==> config.mk <==
export PLATFORM = sky130hd
export DESIGN_NAME = serial_ctl_regs
export DESIGN_NICKNAME = d
export VERILOG_FILES = /design/src/rtl/sc_pkg.sv /design/src/rtl/sc_bus_port.sv /design/src/rtl/sc_ctrl_seq.sv /design/src/rtl/sc_status.sv /design/src/rtl/serial_ctl_regs.sv
export SDC_FILE = /design/constraint.sdc
export NUM_CORES = 1
export LEC_CHECK = 0
export ABC_AREA = 1
export ABC_CLOCK_PERIOD_IN_PS = 1800
export BUFFER_PORTS_ARGS = -buffer_cell sky130_fd_sc_hd__buf_2
export CAP_MARGIN = 20
export CORE_UTILIZATION = 50
export CTS_BUF_LIST = sky130_fd_sc_hd__clkbuf_8
export DETAILED_ROUTE_END_ITERATION = 12
export PLACE_DENSITY_LB_ADDON = 0.12
export SYNTH_ARGS = -nofsm -noshare
export SYNTH_HDL_FRONTEND = slang
export SYNTH_SLANG_ARGS = --single-unit
==> constraint.sdc <==
create_clock -name clk -period 1.8 [get_ports clk]
set_input_delay 0.09 -clock clk [delete_from_list [all_inputs] [get_ports clk]]
set_output_delay 0.09 -clock clk [all_outputs]
set_load 0.02 [all_outputs]
==> src/rtl/sc_pkg.sv <==
package sc_pkg;
  typedef enum logic [1:0] {
    PH_SETUP = 2'd0,
    PH_SYNC1 = 2'd1,
    PH_SYNC2 = 2'd2,
    PH_CMD   = 2'd3
  } phase_t;

  // command bit positions
  localparam int C_TXEN  = 0;
  localparam int C_DTR   = 1;
  localparam int C_RXEN  = 2;
  localparam int C_BRK   = 3;
  localparam int C_ECLR  = 4;
  localparam int C_RTS   = 5;
  localparam int C_IRST  = 6;
  localparam int C_HUNT  = 7;

  // setup field positions
  localparam int M_EXTS  = 6;
  localparam int M_SGL   = 7;

  function automatic logic [1:0] sync_cnt(input logic [1:0] fac, input logic ext, input logic sgl);
    if (fac != 2'b00) return 2'd0;
    if (ext)          return 2'd0;
    if (sgl)          return 2'd1;
    return 2'd2;
  endfunction

  function automatic logic [6:0] div_of(input logic [1:0] fac);
    case (fac)
      2'b10:   return 7'd16;
      2'b11:   return 7'd64;
      default: return 7'd1;
    endcase
  endfunction

  function automatic logic [3:0] bits_of(input logic [1:0] len);
    return 4'd5 + {2'b00, len};
  endfunction
endpackage

==> src/rtl/sc_bus_port.sv <==
module sc_bus_port (
  input  logic clk,
  input  logic rst_n,
  input  logic cs_n,
  input  logic rd_n,
  input  logic wr_n,
  input  logic cd_sel,
  output logic wr_ctl,
  output logic wr_dat,
  output logic rd_ctl,
  output logic rd_dat,
  output logic rd_ctl_lvl
);
  logic wr_act, rd_act;
  logic wr_q, rd_q;
  logic wr_ev, rd_ev;

  assign wr_act = !cs_n && !wr_n;
  assign rd_act = !cs_n && !rd_n;

  always_ff @(posedge clk or negedge rst_n) begin
    if (!rst_n) begin
      wr_q <= 1'b0;
      rd_q <= 1'b0;
    end else begin
      wr_q <= wr_act;
      rd_q <= rd_act;
    end
  end

  // one event per strobe, on its leading cycle
  assign wr_ev      = wr_act && !wr_q;
  assign rd_ev      = rd_act && !rd_q;
  assign wr_ctl     = wr_ev && cd_sel;
  assign wr_dat     = wr_ev && !cd_sel;
  assign rd_ctl     = rd_ev && cd_sel;
  assign rd_dat     = rd_act && !cd_sel;
  assign rd_ctl_lvl = rd_act && cd_sel;
endmodule

==> src/rtl/sc_ctrl_seq.sv <==
module sc_ctrl_seq
  import sc_pkg::*;
#(
  parameter int DW = 8
) (
  input  logic          clk,
  input  logic          rst_n,
  input  logic          wr_ctl,
  input  logic [DW-1:0] din,
  output phase_t        phase,
  output logic [DW-1:0] mode_q,
  output logic [DW-1:0] sync1_q,
  output logic [DW-1:0] sync2_q,
  output logic          cmd_tx,
  output logic          cmd_dtr,
  output logic          cmd_rx,
  output logic          cmd_brk,
  output logic          cmd_rts,
  output logic          cmd_hunt,
  output logic          err_clr
);
  phase_t     phase_d;
  logic       mode_en, s1_en, s2_en, cmd_en, cmd_clr;
  logic [1:0] cnt_new, cnt_cur;

  assign cnt_new = sync_cnt(din[1:0], din[M_EXTS], din[M_SGL]);
  assign cnt_cur = sync_cnt(mode_q[1:0], mode_q[M_EXTS], mode_q[M_SGL]);

  always_comb begin
    phase_d = phase;
    mode_en = 1'b0;
    s1_en   = 1'b0;
    s2_en   = 1'b0;
    cmd_en  = 1'b0;
    cmd_clr = 1'b0;
    err_clr = 1'b0;
    if (wr_ctl) begin
      case (phase)
        PH_SETUP: begin
          mode_en = 1'b1;
          phase_d = (cnt_new == 2'd0) ? PH_CMD : PH_SYNC1;
        end
        PH_SYNC1: begin
          s1_en   = 1'b1;
          phase_d = (cnt_cur == 2'd2) ? PH_SYNC2 : PH_CMD;
        end
        PH_SYNC2: begin
          s2_en   = 1'b1;
          phase_d = PH_CMD;
        end
        default: begin
          if (din[C_IRST]) begin
            cmd_clr = 1'b1;
            phase_d = PH_SETUP;
          end else begin
            cmd_en  = 1'b1;
            err_clr = din[C_ECLR];
          end
        end
      endcase
    end
  end

  always_ff @(posedge clk or negedge rst_n) begin
    if (!rst_n) phase <= PH_SETUP;
    else        phase <= phase_d;
  end

  always_ff @(posedge clk or negedge rst_n) begin
    if (!rst_n)       mode_q <= '0;
    else if (mode_en) mode_q <= din;
  end

  always_ff @(posedge clk or negedge rst_n) begin
    if (!rst_n)     sync1_q <= '0;
    else if (s1_en) sync1_q <= din;
  end

  always_ff @(posedge clk or negedge rst_n) begin
    if (!rst_n)     sync2_q <= '0;
    else if (s2_en) sync2_q <= din;
  end

  always_ff @(posedge clk or negedge rst_n) begin
    if (!rst_n) begin
      cmd_tx <= 1'b0; cmd_dtr <= 1'b0; cmd_rx <= 1'b0;
      cmd_brk <= 1'b0; cmd_rts <= 1'b0; cmd_hunt <= 1'b0;
    end else if (cmd_clr) begin
      cmd_tx <= 1'b0; cmd_dtr <= 1'b0; cmd_rx <= 1'b0;
      cmd_brk <= 1'b0; cmd_rts <= 1'b0; cmd_hunt <= 1'b0;
    end else if (cmd_en) begin
      cmd_tx   <= din[C_TXEN];
      cmd_dtr  <= din[C_DTR];
      cmd_rx   <= din[C_RXEN];
      cmd_brk  <= din[C_BRK];
      cmd_rts  <= din[C_RTS];
      cmd_hunt <= din[C_HUNT];
    end
  end
endmodule

==> src/rtl/sc_status.sv <==
module sc_status #(
  parameter int DW = 8
) (
  input  logic          clk,
  input  logic          rst_n,
  input  logic          par_set,
  input  logic          ovr_set,
  input  logic          frm_set,
  input  logic          syn_set,
  input  logic          err_clr,
  input  logic          rd_clr,
  input  logic          tx_buf_free,
  input  logic          rx_rdy,
  input  logic          tx_empty,
  input  logic          tx_en,
  input  logic          cts_n,
  input  logic          dsr_n,
  output logic          par_f,
  output logic          ovr_f,
  output logic          frm_f,
  output logic          syn_f,
  output logic [DW-1:0] status
);
  logic par_d, ovr_d, frm_d, syn_d;

  always_comb begin
    par_d = par_set || (par_f && !err_clr);
    ovr_d = ovr_set || (ovr_f && !err_clr);
    frm_d = frm_set || (frm_f && !err_clr);
    syn_d = syn_set || (syn_f && !rd_clr);
  end

  always_ff @(posedge clk or negedge rst_n) begin
    if (!rst_n) begin
      par_f <= 1'b0; ovr_f <= 1'b0; frm_f <= 1'b0; syn_f <= 1'b0;
    end else begin
      par_f <= par_d; ovr_f <= ovr_d; frm_f <= frm_d; syn_f <= syn_d;
    end
  end

  always_comb begin
    status    = '0;
    status[0] = tx_buf_free && tx_en && !cts_n;
    status[1] = rx_rdy;
    status[2] = tx_empty;
    status[3] = par_f;
    status[4] = ovr_f;
    status[5] = frm_f;
    status[6] = syn_f;
    status[7] = !dsr_n;
  end
endmodule

==> src/rtl/serial_ctl_regs.sv <==
module serial_ctl_regs
  import sc_pkg::*;
#(
  parameter int DW         = 8,
  parameter int DIV_W      = 7,
  parameter int RST_STAGES = 2
) (
  input  logic          clk,
  input  logic          rst_n,
  input  logic          cs_n,
  input  logic          rd_n,
  input  logic          wr_n,
  input  logic          cd_sel,
  input  logic [DW-1:0] din,
  output logic [DW-1:0] dout,
  input  logic [DW-1:0] rx_data_i,
  output logic          rx_take,
  output logic [DW-1:0] tx_data,
  output logic          tx_load,
  input  logic          tx_buf_free,
  input  logic          tx_empty,
  input  logic          rx_rdy,
  input  logic          par_err_set,
  input  logic          ovr_err_set,
  input  logic          frm_err_set,
  input  logic          syn_brk_set,
  input  logic          cts_n,
  input  logic          dsr_n,
  output logic [DW-1:0] mode_word,
  output logic [DW-1:0] sync_char1,
  output logic [DW-1:0] sync_char2,
  output logic [DIV_W-1:0] clk_div,
  output logic [3:0]    char_bits,
  output logic          tx_go,
  output logic          rx_en,
  output logic          send_brk,
  output logic          hunt,
  output logic          dtr_n,
  output logic          rts_n
);
  // reset: asserted asynchronously, released through a short flop chain
  logic [RST_STAGES-1:0] rst_pipe;
  logic                  rst_ok;

  always_ff @(posedge clk or negedge rst_n) begin
    if (!rst_n) rst_pipe <= '0;
    else        rst_pipe <= {rst_pipe[RST_STAGES-2:0], 1'b1};
  end
  assign rst_ok = rst_pipe[RST_STAGES-1];

  logic   wr_ctl, wr_dat, rd_ctl, rd_dat, rd_ctl_lvl;
  phase_t phase;
  logic   cmd_tx, cmd_dtr, cmd_rx, cmd_brk, cmd_rts, cmd_hunt, err_clr;
  logic   par_f, ovr_f, frm_f, syn_f;
  logic [DW-1:0] status;

  sc_bus_port u_bus (
    .clk(clk), .rst_n(rst_ok), .cs_n(cs_n), .rd_n(rd_n), .wr_n(wr_n),
    .cd_sel(cd_sel), .wr_ctl(wr_ctl), .wr_dat(wr_dat), .rd_ctl(rd_ctl),
    .rd_dat(rd_dat), .rd_ctl_lvl(rd_ctl_lvl)
  );

  sc_ctrl_seq #(.DW(DW)) u_seq (
    .clk(clk), .rst_n(rst_ok), .wr_ctl(wr_ctl), .din(din), .phase(phase),
    .mode_q(mode_word), .sync1_q(sync_char1), .sync2_q(sync_char2),
    .cmd_tx(cmd_tx), .cmd_dtr(cmd_dtr), .cmd_rx(cmd_rx), .cmd_brk(cmd_brk),
    .cmd_rts(cmd_rts), .cmd_hunt(cmd_hunt), .err_clr(err_clr)
  );

  sc_status #(.DW(DW)) u_stat (
    .clk(clk), .rst_n(rst_ok), .par_set(par_err_set), .ovr_set(ovr_err_set),
    .frm_set(frm_err_set), .syn_set(syn_brk_set), .err_clr(err_clr),
    .rd_clr(rd_ctl), .tx_buf_free(tx_buf_free), .rx_rdy(rx_rdy),
    .tx_empty(tx_empty), .tx_en(cmd_tx), .cts_n(cts_n), .dsr_n(dsr_n),
    .par_f(par_f), .ovr_f(ovr_f), .frm_f(frm_f), .syn_f(syn_f),
    .status(status)
  );

  // transmit holding register and load pulse
  logic tx_load_d;
  assign tx_load_d = wr_dat;

  always_ff @(posedge clk or negedge rst_ok) begin
    if (!rst_ok)     tx_data <= '0;
    else if (wr_dat) tx_data <= din;
  end

  always_ff @(posedge clk or negedge rst_ok) begin
    if (!rst_ok) tx_load <= 1'b0;
    else         tx_load <= tx_load_d;
  end

  assign dout      = rd_ctl_lvl ? status : rx_data_i;
  assign rx_take   = rd_dat;
  assign clk_div   = div_of(mode_word[1:0]);
  assign char_bits = bits_of(mode_word[3:2]);
  assign tx_go     = cmd_tx && !cts_n;
  assign rx_en     = cmd_rx;
  assign send_brk  = cmd_brk;
  assign hunt      = cmd_hunt;
  assign dtr_n     = !cmd_dtr;
  assign rts_n     = !cmd_rts;
endmodule

# After elaboration in Yosys (flattened, before gate mapping)

Cells that the tools add are included.

Mux-type cells: 56
Reduce and logical (&&, ||, !) cells: 40
Add/sub/neg operators: 1
Equality and inequality tests: 5

Operator list:

| kind                                          | count |
|---|---|
| 2-to-1 mux 1 bit                              | 39 |
| 2-to-1 mux 2 bit                              | 14 |
| logical AND 1 bit                             | 16 |
| one-hot mux 7 bit (2 select lines)            | 1 |
| zero test 1 bit                               | 12 |
| == test 2 bit, second input constant          | 4 |
| 2-to-1 mux 8 bit                              | 1 |
| one-hot mux 2 bit (3 select lines)            | 1 |
| nonzero test 2 bit                            | 3 |
| adder 3 x 2 -> 4 bit, first input constant    | 1 |
| zero test 2 bit                               | 2 |
| logical OR 1 bit                              | 4 |
| nonzero test 4 bit                            | 1 |
| OR reduction 3 bit                            | 1 |
| == test 2 x 1 -> 1 bit, second input constant | 1 |
| AND reduction 2 bit                           | 1 |

Register bits after elaboration: 49
Word-level logic and storage cells: 121
Input port bits: 31
Output and inout port bits: 59

# Depth between registers and ports, before layout

Word-level depth: 11
Mapped depth: 9
Gate-level depth less buffers: 9

# Hierarchy

A second synthesis with hierarchy kept.

Cells, all modules: 256
Area total of the unflattened synthesis: 2218.4 µm²

Modules (own cells, without submodules):

| module          | seq. area each (µm²) | times used | cells each | area an instance (µm²) |
|---|---|---|---|---|
| sc_ctrl_seq     | 800.8                | 1          | 135        | 1326.3 |
| serial_ctl_regs | 275.3                | 1          | 81         | 585.6 |
| sc_status       | 100.1                | 1          | 27         | 209.0 |
| sc_bus_port     | 50.0                 | 1          | 13         | 97.6 |

# Least setup slack after synthesis

Ideal clock, no wire load.

Path type: flip-flop to flip-flop
From: register u_seq.phase[0]
To: register u_seq.phase[0]
Data arrival time: 1183 ps
Stages on the path, launching flop included: 9
Library setup time: 117 ps
Clock period less this slack: 1300 ps
Path slack: 500 ps
Path buffers: 0
Cell sequence: dfrtp_1 -> inv_1 -> ha_1 -> inv_1 -> nand2_1 -> nor2_1 -> nor2_4 -> nand3_1 -> nand2_1

Longest elaborated chain between the ends: 3

Ends and longest elaborated chain:

| what                                                 | RTL line          | text |
|---|---|---|
| start, declared                                      | sc_ctrl_seq.sv:10 | `output phase_t phase,` |
| start signal, assigned                               | sc_ctrl_seq.sv:66 | `else phase <= phase_d;` |
| == test 2 x 1 -> 1 bit, or another cell as far along | sc_ctrl_seq.sv:38 | `case (phase)` |
| nonzero test 4 bit (no source line)                  | n/a               |  |
| AND reduction 2 bit (no source line)                 | n/a               |  |

Several ways; a longest one is shown, not always the timed one.
A chain may end at the register's enable or synchronous reset.

# Worst setup path in the final report

From: input port rd_n
To: output port dout[7]

Longest elaborated chain between the ends: 4

Ends and longest elaborated chain:

| what              | RTL line              | text |
|---|---|---|
| start, declared   | serial_ctl_regs.sv:11 | `input logic rd_n,` |
| zero test 1 bit   | sc_bus_port.sv:19     | `assign rd_act = !cs_n && !rd_n;` |
| logical AND 1 bit | sc_bus_port.sv:19     |  |
| net u_bus.rd_act  | sc_bus_port.sv:14     | `logic wr_act, rd_act;` |
| logical AND 1 bit | sc_bus_port.sv:38     | `assign rd_ctl_lvl = rd_act && cd_sel;` |
| 2-to-1 mux 8 bit  | serial_ctl_regs.sv:93 | `assign dout = rd_ctl_lvl ? status : rx_data_i;` |
| end, declared     | serial_ctl_regs.sv:15 | `output logic [DW-1:0] dout,` |

The timed path passes the listed nets, and every way through them passes these cells.

==> metrics.txt <==
vias in the first global route=1785; Top FF cell, synth=dfrtp_1; Via density=4.84; final setup TNS=0 ns; mux share of post-synthesis cell area=0%; Setup CP Type=input pin to output port; H-Tree Depth=2; cell count after synthesis=266; min Tclk post-route=1.67 ns; Post-Synth Simple-Gate Area=26.5%; ant diodes=0; Final Power=4010 µW; global-route wire length before repair=8260 µm; Starting Density=53.7%; final hold slack=0.0667 ns; CTS tree=yes; post-synthesis sequential area ratio=55.1%; Buf/Inv on CP=5; Area Growth Syn to Fin=29.8%; Netlist cell types=17; Num CTS Buffers=5; actual slew at the worst max-slew pin=0.576 ns; worst-path fanout max=10; number of flops mapped to enable cells by yosys=0; Cell Rows=23; final net count=404; ys async rst share=100%; syn_area_per_cell=8.36 µm²; most frequent cell after synthesis=nand2_1; CTS max path bufs=2; slew margin rel.=61.6%; worst path arrival time=1.58 ns; clk_skew=0.00494 ns; worst path cell trace=dlygate4sd3_1 -> buf_2 -> nor2_1 -> inv_1 -> nor2_4 -> inv_2 -> o21ai_0 -> buf_2; Yosys top cell area share=55.1%; Total Routing Usage GR=24.6%; final setup fails=0; vias=2025; HPWL Detailed=3610 µm; die footprint=0.00472 mm²; Syn Std Cell Area=0.00222 mm²; Pwr Density=1390 mW/mm²; core footprint=0.00414 mm²; Vert. Die Dim=68.7 µm; die span in x=68.7 µm; wire length per cell=12.7 µm; largest net degree at the start of global routing=48; worst min path class=input pin to flop; ANT nets after route=0; CP required=1.71 ns; cell mode on critical path=buf_2; Port Buffers=85; period utilisation layout=93.0%; slowest cell on the critical path=dlygate4sd3_1; compound-gate portion of the synthesized area=8.10%; flops & latches, synth=49; io pins=90; fraction of layout cells with a size suffix above 1=28.5%; largest family of logic cells by synthesized area=simple AND/OR/NAND/NOR gates; post-synthesis xor/xnor area fraction=0%; Root Buffer=clkbuf_8; register area=0.00123 mm²; RSZ-0062 raised after global routing=false; status=completed; top area cells in the synthesized netlist=dfrtp_1 55%, nand2_1 20%, o21ai_0 8.1%; Critical Path Sink Type=output port; final-report max-slew violation count=0; Peak Freq=0.597 GHz; maxcap violations=0; Residual DRC=0; Leakage=0.00165 µW; Worst VDD drop=0.714 mV; Largest stage delay, worst path=0.54 ns; gpl congestion=0.770; clock sinks=49; Pre-antenna DRT Iters=5; Commonest cells post-synth=116 x nand2_1, 49 x dfrtp_1, 36 x o21ai_0; Setup crit start kind=input pin; Synth warnings=0; Worst path top cell family by delay=buffers and inverters; footprint of the multi-input gates=863 µm²; Detailed Route Iter0 Violations=140; Routed WL=5300 µm; largest area contributor in the netlist=dfrtp_1; clock insertion delay at the later pin of the skew report=0.30 ns; Hold Vio Cnt, Final=0; final-layout fill cell count=349; Clk pin slew, worst setup/hold paths=0.08 ns; total congestion overflow=0; initial antenna violation count=0; Synth Area in Adders=3.37%
report_power, final:
group	internal (µW)	switching (µW)	leakage [µW]
Sequential	1440	201	0.000601
Clock	303	346	0.0000538
Combinational	550	1180	0.000994
Total	2290	1720	0.00165
routing by layer:
layer / global-route usage [%] / part of all wire (%) / wire length [µm] / vias to the layer above
li1: - / - / - / 1017
met1: 32.8 / 45 / 2370 / 916
met2: 38.4 / 47 / 2470 / 83
met3: 6.41 / 6.7 / 355 / 9
met4: 9.69 / 2.0 / 104 / 0
met5: 0 / 0 / 0 / -
cell usage in the layout (no fill, tap or decap), types with 4 or more instances in the layout:
cell and count:
nor2_1 13, dfrtp_1 48, ha_1 6, conb_1 5, nand2_1 116, dlygate4sd3_1 9, buf_2 85, clkbuf_8 6
inv_1 26, nor2_4 5, o21ai_0 36, buf_4 4
timing repair:
item | in CTS | in global routing
endpoints found under the hold margin | 8 | 0
gates resized for setup | 0 | 0
hold buffers | 9 | 0
setup endpoints to repair | 0 | 1
setup buffers | 0 | 2
tightest hold or removal path, delay by kind of cell:
| family | cells | cell delay, ns |
|---|---|---|
| buffers and inverters | 1 | 0.13 |
| and+or+nand+nor | 2 | 0.11 |
stage by stage:
stage	utilization [%]	cells	setup WS (ns)	area, µm²
global placement	64.9	399	0.387	2690
global route	69.7	418	0.0171	2890
detailed placement	64.9	399	0.326	2690
finish	69.7	418	0.126	2890
floorplan	-	269	0.335	2240
CTS	69.3	416	0.114	2870
final cells by class:
cell class              count  share of cell area [%]
repair buffers             98                    18.9
clock inverters             2                   0.260
well taps                  50                    2.17
inverters                  26                    3.38
clock buffers               6                    2.86
multi-input cells         187                    29.9
flip-flops and latches     49                    42.5
path summary, 6_finish.rpt:
kind	startpoint	to	slack, ns	cells past startpoint
min in group asynchronous	rst_n	rst_pipe[0]	0.10	2
max in group asynchronous	rst_pipe[1]	u_seq.mode_q[0]	1.07	1
hold / removal	din[6]	u_seq.sync2_q[6]	0.07	3
hold reg to reg	rst_pipe[1]	tx_load	0.35	1
setup / recovery	rd_n	dout[7]	0.13	8
setup reg to reg	u_seq.phase[0]	u_seq.mode_q[1]	0.30	5
flip-flops by register name, indices dropped and copies added, names as in the netlist, 2 cells and up:
| register | cells |
|---|---|
| tx_data | 8 |
| u_seq.mode_q | 8 |
| u_seq.sync1_q | 8 |
| u_seq.sync2_q | 8 |
| rst_pipe | 2 |
| u_seq.phase | 2 |
cell families after synthesis:
family / Yosys count
other: 2
adder cells (fa/ha/maj): 6
buffers and inverters: 33
AO/OA/AOI/OAI: 36
AND/OR/NAND/NOR: 140
flip-flops: 49
Note: power is estimated with default switching activity, not from simulation.
